`src/rtl/dgc_pkg.sv`:
```
package dgc_pkg;
  typedef enum logic [1:0] {
    GT_IDLE = 2'd0,
    GT_MEAS = 2'd1,
    GT_REST = 2'd2
  } gt_state_e;
endpackage

```
`src/rtl/dgc_ref_tick.sv`:
```
module dgc_ref_tick #(
  parameter int SEL_W     = 4,
  parameter int MAX_SHIFT = 8
) (
  input  logic             clk,
  input  logic             rst_n,
  input  logic             base_en,
  input  logic [SEL_W-1:0] sel,
  output logic             tick
);
  logic [MAX_SHIFT-1:0] pre_q;
  logic [MAX_SHIFT-1:0] mask;

  // low k bits of the mask set, k clamped at MAX_SHIFT
  always_comb begin
    mask = '0;
    for (int i = 0; i < MAX_SHIFT; i++)
      if (i < int'(sel)) mask[i] = 1'b1;
  end

  assign tick = base_en && ((pre_q & mask) == mask);

  always_ff @(posedge clk or negedge rst_n) begin
    if (!rst_n)       pre_q <= '0;
    else if (base_en) pre_q <= pre_q + 1'b1;
  end
endmodule

```
`src/rtl/dgc_event_chan.sv`:
```
module dgc_event_chan #(
  parameter int CNT_W = 16
) (
  input  logic             clk,
  input  logic             rst_n,
  input  logic             evt,
  input  logic             hold,
  input  logic             strobe,
  output logic [CNT_W-1:0] snap
);
  logic             prev_q;
  logic [CNT_W-1:0] cnt_q;
  logic [CNT_W-1:0] cnt_d;
  logic             inc;

  assign inc   = evt && !prev_q && !hold;
  assign cnt_d = inc ? cnt_q + 1'b1 : cnt_q;   // wraps naturally

  always_ff @(posedge clk or negedge rst_n) begin
    if (!rst_n) begin
      prev_q <= 1'b0;
      cnt_q  <= '0;
      snap   <= '0;
    end else begin
      prev_q <= evt;
      cnt_q  <= cnt_d;
      if (strobe) snap <= cnt_d;
    end
  end
endmodule

```
`src/rtl/dgc_mode_arb.sv`:
```
module dgc_mode_arb #(
  parameter int NCH = 2
) (
  input  logic           clk,
  input  logic           rst_n,
  input  logic [NCH-1:0] mode_req,
  output logic [NCH-1:0] owner_oh,
  output logic           conflict
);
  logic [NCH-1:0] nxt;
  logic           keep;
  logic           found;

  always_comb begin
    keep  = |(owner_oh & mode_req);
    nxt   = '0;
    found = 1'b0;
    if (keep) begin
      nxt = owner_oh;
    end else begin
      for (int i = 0; i < NCH; i++) begin
        if (mode_req[i] && !found) begin
          nxt[i] = 1'b1;
          found  = 1'b1;
        end
      end
    end
  end

  always_ff @(posedge clk or negedge rst_n) begin
    if (!rst_n) begin
      owner_oh <= '0;
      conflict <= 1'b0;
    end else begin
      owner_oh <= nxt;
      conflict <= |(mode_req & ~nxt);
    end
  end
endmodule

```
`src/rtl/dgc_gate_timer.sv`:
```
module dgc_gate_timer
  import dgc_pkg::*;
#(
  parameter int NCH      = 2,
  parameter int CNT_W    = 16,
  parameter int RECOVERY = 20001,
  localparam int IDX_W   = (NCH > 1) ? $clog2(NCH) : 1,
  localparam int REC_W   = $clog2(RECOVERY + 1)
) (
  input  logic             clk,
  input  logic             rst_n,
  input  logic [NCH-1:0]   evt,
  input  logic [NCH-1:0]   owner_oh,
  input  logic             tick,
  output logic             commit,
  output logic [CNT_W-1:0] commit_val,
  output logic [IDX_W-1:0] commit_chan,
  output logic             meas,
  output logic             rest
);
  gt_state_e        state_q;
  logic [CNT_W-1:0] cnt_q;
  logic [REC_W-1:0] rec_q;
  logic [NCH-1:0]   own_q;
  logic             prev_q;
  logic             gate;
  logic             chg;
  logic             rise;
  logic             fall;
  logic [IDX_W-1:0] idx;

  assign gate = |(evt & owner_oh);
  assign chg  = (owner_oh != own_q);
  assign rise = gate && !prev_q && !chg;
  assign fall = !gate && prev_q && !chg;

  always_comb begin
    idx = '0;
    for (int i = 0; i < NCH; i++)
      if (owner_oh[i]) idx = IDX_W'(i);
  end

  assign meas        = (state_q == GT_MEAS);
  assign rest        = (state_q == GT_REST);
  assign commit      = meas && fall;
  assign commit_val  = cnt_q;
  assign commit_chan = idx;

  always_ff @(posedge clk or negedge rst_n) begin
    if (!rst_n) begin
      state_q <= GT_IDLE;
      cnt_q   <= '0;
      rec_q   <= '0;
      own_q   <= '0;
      prev_q  <= 1'b0;
    end else begin
      own_q  <= owner_oh;
      prev_q <= gate;
      if (chg && state_q == GT_MEAS) begin
        state_q <= GT_IDLE;                 // owner left: drop measurement
      end else begin
        unique case (state_q)
          GT_IDLE: if (rise && |owner_oh) begin
            state_q <= GT_MEAS;
            cnt_q   <= '0;
          end
          GT_MEAS: if (fall) begin
            state_q <= GT_REST;
            rec_q   <= REC_W'(RECOVERY - 1);
          end else if (tick && cnt_q != {CNT_W{1'b1}}) begin
            cnt_q <= cnt_q + 1'b1;
          end
          GT_REST: if (rec_q == '0) state_q <= GT_IDLE;
                   else             rec_q   <= rec_q - 1'b1;
          default: state_q <= GT_IDLE;
        endcase
      end
    end
  end
endmodule

```
`src/rtl/dual_gate_counter.sv`:
```
module dual_gate_counter #(
  parameter int NCH       = 2,
  parameter int CNT_W     = 16,
  parameter int SEL_W     = 4,
  parameter int MAX_SHIFT = 8,
  parameter int RECOVERY  = 20001,
  localparam int IDX_W    = (NCH > 1) ? $clog2(NCH) : 1
) (
  input  logic               clk,
  input  logic               rst_n,
  input  logic               base_en,
  input  logic [SEL_W-1:0]   clk_sel,
  input  logic [NCH-1:0]     mode_req,
  input  logic [NCH-1:0]     evt_in,
  input  logic               snap_strobe,
  output logic [NCH*CNT_W-1:0] evt_snap,
  output logic [NCH-1:0]     gate_owner,
  output logic               mode_conflict,
  output logic               res_valid,
  input  logic               res_ready,
  output logic [CNT_W-1:0]   res_data,
  output logic [IDX_W-1:0]   res_chan
);
  logic             tick;
  logic [NCH-1:0]   owner_oh;
  logic             commit;
  logic [CNT_W-1:0] commit_val;
  logic [IDX_W-1:0] commit_chan;
  logic             gt_meas;
  logic             gt_rest;

  dgc_ref_tick #(.SEL_W(SEL_W), .MAX_SHIFT(MAX_SHIFT)) u_tick (
    .clk(clk), .rst_n(rst_n), .base_en(base_en), .sel(clk_sel), .tick(tick)
  );

  dgc_mode_arb #(.NCH(NCH)) u_arb (
    .clk(clk), .rst_n(rst_n), .mode_req(mode_req),
    .owner_oh(owner_oh), .conflict(mode_conflict)
  );

  for (genvar g = 0; g < NCH; g++) begin : g_chan
    dgc_event_chan #(.CNT_W(CNT_W)) u_evt (
      .clk(clk), .rst_n(rst_n), .evt(evt_in[g]), .hold(owner_oh[g]),
      .strobe(snap_strobe), .snap(evt_snap[g*CNT_W +: CNT_W])
    );
  end

  dgc_gate_timer #(.NCH(NCH), .CNT_W(CNT_W), .RECOVERY(RECOVERY)) u_gate (
    .clk(clk), .rst_n(rst_n), .evt(evt_in), .owner_oh(owner_oh), .tick(tick),
    .commit(commit), .commit_val(commit_val), .commit_chan(commit_chan),
    .meas(gt_meas), .rest(gt_rest)
  );

  assign gate_owner = owner_oh;

  // result stage: newer commit overwrites an unaccepted one
  always_ff @(posedge clk or negedge rst_n) begin
    if (!rst_n) begin
      res_valid <= 1'b0;
      res_data  <= '0;
      res_chan  <= '0;
    end else if (commit) begin
      res_valid <= 1'b1;
      res_data  <= commit_val;
      res_chan  <= commit_chan;
    end else if (res_ready) begin
      res_valid <= 1'b0;
    end
  end
endmodule

```
`config.mk`:
```
export PLATFORM = sky130hd
export DESIGN_NAME = dual_gate_counter
export DESIGN_NICKNAME = d
export VERILOG_FILES = /design/src/rtl/dgc_pkg.sv /design/src/rtl/dgc_ref_tick.sv /design/src/rtl/dgc_event_chan.sv /design/src/rtl/dgc_mode_arb.sv /design/src/rtl/dgc_gate_timer.sv /design/src/rtl/dual_gate_counter.sv
export SDC_FILE = /design/constraint.sdc
export NUM_CORES = 1
export LEC_CHECK = 0
export ABC_AREA = 1
export CAP_MARGIN = 20
export CORE_MARGIN = 1.5
export CORE_UTILIZATION = 50
export CTS_CLUSTER_DIAMETER = 30
export DETAILED_ROUTE_END_ITERATION = 10
export GPL_TIMING_DRIVEN = 1
export PLACE_DENSITY_LB_ADDON = 0.12
export RECOVER_POWER = 25
export SETUP_SLACK_MARGIN = 0.2
export SLEW_MARGIN = 20
export SYNTH_ARGS = -nofsm -noshare
export SYNTH_HDL_FRONTEND = slang
export SYNTH_SLANG_ARGS = --single-unit
```
`constraint.sdc`:
```
create_clock -name clk -period 3.14 [get_ports clk]
set_clock_uncertainty 0.2 [all_clocks]
set_input_delay 0.314 -clock clk [delete_from_list [all_inputs] [get_ports clk]]
set_output_delay 0.314 -clock clk [all_outputs]
set_load 0.005 [all_outputs]
```
# Word-level counts from Yosys, hierarchy flattened
# Cells that the tools add are included.
totals:
  register_bits: 131
  out_inout_bits: 53
classes:
  magnitude_cmp: 8
  addsub: 5
  bitwise_logic: 6
  muxes: 29
  eq_ne: 13
  reduce_logical: 34
ops:
  columns: ["operator", "count"]
  rows:
  - ["16-bit 2-to-1 mux", 5]
  - ["16-bit by 1-bit adder with 16-bit output (second input constant)", 3]
  - ["16-bit one-hot mux with 2 select lines", 1]
  - ["15-bit 2-to-1 mux", 2]
  - ["15-bit one-hot mux with 2 select lines", 1]
  - ["3-bit by 4-bit < comparator with 1-bit output (first input constant)", 4]
  - ["16-bit != test (second input constant)", 1]
  - ["15-bit zero test", 1]
  - ["15-bit by 1-bit subtractor with 15-bit output (second input constant)", 1]
  - ["1-bit logical AND", 14]
  - ["1-bit 2-to-1 mux", 14]
  - ["2-bit 2-to-1 mux", 5]
  - ["8-bit by 1-bit adder with 8-bit output (second input constant)", 1]
  - ["8-bit bitwise AND", 1]
  - ["8-bit == test", 1]
  - ["1-bit zero test", 8]
  - ["1-bit by 4-bit < comparator with 1-bit output (first input constant)", 2]
  - ["2-bit by 4-bit < comparator with 1-bit output (first input constant)", 2]
  - ["2-bit != test (second input constant)", 4]
  - ["2-bit OR reduction", 4]
  - ["2-bit bitwise AND", 3]
  - ["3-bit by 1-bit != test with 1-bit output (second input constant)", 2]
  - ["2-bit one-hot mux with 3 select lines", 1]
  - ["2-bit nonzero test", 3]
  - ["11 further kinds", 11]

# Depth between registers and ports, before layout
logic_depth:
  word_depth: 10
  mapped_depth: 12

# By module
# A second synthesis with hierarchy kept.
hier_totals:
  cells_unflattened: 857
  hier_area_um2: 6690.2
modules_own_cells:
  columns: ["module", "n_inst", "cells_per_inst", "seq_area_each_um2", "area_each_um2"]
  rows:
  - ["dgc_event_chan", 2, 179, 825.8, 1488.9]
  - ["dgc_gate_timer", 1, 349, 900.9, 2392.3]
  - ["dual_gate_counter", 1, 76, 450.4, 711.9]
  - ["dgc_ref_tick", 1, 60, 200.2, 488.0]
  - ["dgc_mode_arb", 1, 14, 75.1, 120.1]

# Worst setup path after synthesis
# OpenSTA, ideal clock, no wires.
synth_timing:
  kind: "register to register"
  startpoint: "register u_gate.rec_q[0]"
  endpoint: "register u_gate.rec_q[10]"
  t_required_ps: 2815
  period_less_slack_ps: 1881
  setup_ps: 125
  t_arrival_ps: 1555
  path_slack_ps: 1259
  path_stages_with_launch: 11
  path_cell_list: "dfrtp_1 -> inv_1 -> ha_1 -> nand2_1 -> nor2_1 -> nand4_1 -> nand2_2 -> nand2_2 -> buf_4 -> o21ai_0 -> o21ai_1"
synth_via:
  elab_chain_len: 3
  word_cells_on_any_way: 6
  classes_between: "add/sub: 1; eq/ne: 1; mux: 2; reduce/logical: 2"
synth_rtl:
  columns: ["item", "line", "text"]
  rows:
  - ["start, declared", "dgc_gate_timer.sv:23", "logic [REC_W-1:0] rec_q;"]
  - ["start signal, assigned", "dgc_gate_timer.sv:69", "rec_q <= REC_W'(RECOVERY - 1);"]
  - ["start signal, assigned", "dgc_gate_timer.sv:74", "else rec_q <= rec_q - 1'b1;"]
  - ["15-bit by 1-bit subtractor with 15-bit output / 15-bit zero test (equally long branches)", "dgc_gate_timer.sv:74, dgc_gate_timer.sv:73", null]
  - ["15-bit 2-to-1 mux / 2-bit != test (equally long branches)", null, null]
  - ["15-bit one-hot mux with 2 select lines / 4-bit AND reduction (equally long branches)", null, null]
# Parallel ways exist; a longest one is shown, timed or not. The select of a mux whose other input is x is not followed.
# A chain may end at the register's enable or synchronous reset.

# Worst setup path in the final report
layout_timing:
  startpoint: "register u_gate.rec_q[0]"
  endpoint: "register u_gate.rec_q[7]"
# Same word-level chain as after synthesis.

==> results.txt <==
The maximum clock rate came out at 425 MHz. The number of DRC markers after the initial detailed-route iteration came out at 278. The cell area after synthesis is 6360 um2.

The number of global-route vias before repair came out at 5008. The synthesized netlist contains 37 unique library cells. The proportion of synthesized flip-flops having asynchronous set or reset came out at 100%. The library cell used most frequently in the layout, excluding fill and tap cells, is sky130_fd_sc_hd__nand2_1.

The tightest min-delay check is of the in -> async type. The signal arrival time at the worst endpoint came out at 2470 ps. The die outline area came out at 13400 um2.

The leftover overflow at the end of global routing came out at 0. The final net count came out at 850. The die is 116 um tall. The maximum number of pins on one net before global-route repair came out at 64. The source-to-sink clock delay at the later pin of the worst-skew pair is 430 ps. The setup-violating endpoint count in the final report is 0.

The count of buffers inserted at the top-level ports came out at 65. The number of standard-cell rows in the floorplan came out at 41. The detailed placer's ending HPWL is 9.14 mm.

The final estimated routing congestion in global placement came out at 0.898. The instance count of the mapped netlist came out at 763. The area added between synthesis and finish is 22.4%. The max capacitance violation total is 0. After detailed routing, the average wire length per cell comes to 13.0 um. Summing over every cut layer, the via total after detailed routing is 5078. The number of detailed-route iterations in the first pass came out at 5. The first-pass GRT wire length came out at 23.0 mm.

The critical path endpoint category is a register. The shortest clock period the worst path allows after layout came out at 2350 ps. The total global-route track usage came out at 21.9%. The start-to-end type of the worst setup path is reg -> reg. The leakage power figure is 3.77 nW. For this run, design rule violations remaining after detail routing come to 0. The total count of hold-check failures in the final report came out at 0.

The post-CTS clock slew at the launch and capture registers of the worst setup and hold paths came out at 60 ps. The fill cell instance count of the final layout came out at 1125. In this run the tightest slew margin relative to its limit is 42.6%. The I/O pin count came out at 66.

After layout, the worst path uses 75.0% of the clock period. The post-synthesis area per instance came out at 8.33 um2. The horizontal die dimension is 116 um. The number of buffers created by CTS came out at 17. The final layout contains routed wiring with a total length of 13.2 mm. The buffer levels on the longest clock path is 2. The worst-case IR drop observed on VDD is 0.532 mV. STA classifies the critical path startpoint as a register.

The initial antenna violation count is 1. The accumulated negative setup slack is 0 ps. The area of the core came out at 12500 um2.

The primary flip-flop cell chosen by synthesis mapping is sky130_fd_sc_hd__dfrtp_1. The number of enable-type register cells in the synthesized netlist came out at 0. The post-cts repair resize count came out at 0. Power spread over the standard cell area amounts to 711 nW/um2. The tree is rooted in a sky130_fd_sc_hd__clkbuf_16. The number of slew-limit violations in the final report is 0. The number of vias per cell came out at 4.99. In this run the remaining antenna-violating nets after routing total 0. The share of the core filled with cells is 62.2%. The starting density of the core is 50.8%. The ratio of cells with drive above 1 in the final layout came out at 8.88%. For this run, the register share of the synthesized area comes to 51.6%.

The clock tree from TritonCTS is done. During synthesis, Yosys emitted a total of 0 warnings. The number of synthesized register bits came out at 131. For the worst setup path, the data required time is 3250 ps. Setup repair after global routing left no endpoint under its margin. The worst-path maximum fanout came out at 24. The net count after synthesis is 781. In the layout the commonest cells are sky130_fd_sc_hd__nand2_1, sky130_fd_sc_hd__dfrtp_1, sky130_fd_sc_hd__nor2_1. The number of levels the H-tree was split into is 4.

The run finished with clean final reports. For the pin with the worst max-slew slack, the measured transition is 860 ps. The CTS sink count came out at 131.
per-stage QoR:
stage | std cells | cell area, um2 | hold slack, ps | total power (W) | worst slack, ps
2_1_floorplan | 763 | 6360 | -182 | 0.00309 | 1260
3_3_place_gp | 984 | 7150 | 125 | 0.00346 | 672
3_5_place_dp | 984 | 7150 | 123 | 0.00351 | 610
4_1_cts | 1017 | 7780 | 174 | 0.00558 | 771
5_1_grt | 1017 | 7780 | 242 | 0.00584 | 593
6_report | 1018 | 7780 | 201 | 0.00553 | 786
routing by layer:
| layer | wire length [um] | global-route usage (%) | up-vias |
|---|---|---|---|
| met4 | 250 | 9.02 | 0 |
| met2 | 6040 | 33.5 | 109 |
| li1 | - | - | 2575 |
| met3 | 611 | 5.33 | 20 |
| met5 | 0 | 0 | - |
| met1 | 6300 | 30.0 | 2374 |
final timing paths:
path / start / slack [ps] / cells past startpoint / to
worst max-delay path: u_gate.rec_q[0] / 790 / 11 / u_gate.rec_q[7]
worst min-delay path: rst_n / 200 / 2 / g_chan[0].u_evt.snap[5]
worst max register to register: u_gate.rec_q[0] / 790 / 11 / u_gate.rec_q[7]
worst min register to register: u_tick.pre_q[7] / 270 / 1 / u_tick.pre_q[7]
max in group asynchronous: rst_n / 1740 / 3 / u_gate.rec_q[7]
min in group clk: res_ready / 260 / 2 / res_valid
worst max-delay path, cell delays in order, from the launching register on:
cell and delay (ps):
sky130_fd_sc_hd__dfrtp_1 380, sky130_fd_sc_hd__inv_1 130, sky130_fd_sc_hd__ha_1 290, sky130_fd_sc_hd__nand2_1 130, sky130_fd_sc_hd__nor2_1 200, sky130_fd_sc_hd__nand4_1 130, sky130_fd_sc_hd__nand2_2 150, sky130_fd_sc_hd__nand2_2 270
sky130_fd_sc_hd__nand2_1 200, sky130_fd_sc_hd__nand2_1 70, sky130_fd_sc_hd__nand2_1 60, sky130_fd_sc_hd__nor2_1 40
cell usage after synthesis (2+ instances only):
library cell	number	area [um2]
sky130_fd_sc_hd__nand2_1	245	920
sky130_fd_sc_hd__dfrtp_1	131	3280
sky130_fd_sc_hd__nor2_1	76	285
sky130_fd_sc_hd__inv_1	67	251
sky130_fd_sc_hd__nand3_1	55	275
sky130_fd_sc_hd__o21ai_0	31	155
sky130_fd_sc_hd__xor2_1	27	236
sky130_fd_sc_hd__nand4_1	17	106
sky130_fd_sc_hd__xnor2_1	14	123
sky130_fd_sc_hd__nor3_1	12	60.1
sky130_fd_sc_hd__nand3_2	11	110
sky130_fd_sc_hd__nand2_2	8	50.1
sky130_fd_sc_hd__clkbuf_1	6	22.5
sky130_fd_sc_hd__o21ai_1	6	30.0
sky130_fd_sc_hd__a21oi_1	5	25.0
sky130_fd_sc_hd__buf_4	5	37.5
sky130_fd_sc_hd__ha_1	5	62.6
sky130_fd_sc_hd__nor2_2	5	31.3
sky130_fd_sc_hd__buf_1	4	15.0
sky130_fd_sc_hd__inv_2	4	15.0
sky130_fd_sc_hd__nand3b_1	4	30.0
sky130_fd_sc_hd__nor3_2	4	40.0
sky130_fd_sc_hd__a31oi_1	3	18.8
sky130_fd_sc_hd__buf_2	3	15.0
sky130_fd_sc_hd__nor2_4	2	22.5
sky130_fd_sc_hd__nor3_4	2	32.5
timing repair:
action,in CTS,in global routing
hold endpoints to repair,38,0
setup buffers,0,0
hold buffers,1,0
flip-flops by register name, summed over array words and instances (netlist names), 8 cells and up:
name and flops:
u_gate.commit_val 16, g_chan.u_evt.snap 32, g_chan.u_evt.cnt_q 32, res_data 16, u_gate.rec_q 15, u_tick.pre_q 8
area by class of cell:
cell class	count	area, um2	share of cell area (%)
sequential	131	3280	42.1
multi-input combinational	540	2690	34.6
timing repair buffer	70	701	9.00
clock buffer	20	467	6.00
inverter	72	270	3.47
tap	172	215	2.77
clock inverter	12	154	1.98
antenna	1	2.50	0.0322
power by group:
part	switching, W	total (W)	internal, W
Combinational	0.000820	0.00129	0.000474
Sequential	0.000236	0.00219	0.00196
Clock	0.000735	0.00204	0.00131
Total	0.00179	0.00553	0.00374
cells by family (layout without fill, tap and decap cells):
group                    Yosys count  count (layout)  share of synthesized area, %
AO/OA/AOI/OAI                     48              48                          3.96
XOR/XNOR                          41              41                          5.65
adder cells (fa/ha/maj)            5               5                         0.984
buffers and inverters             92             174                          6.08
flip-flops                       131             131                          51.6
other                              0               1                             0
AND/OR/NAND/NOR                  446             446                          31.8
(Power assumes the default switching activity.)
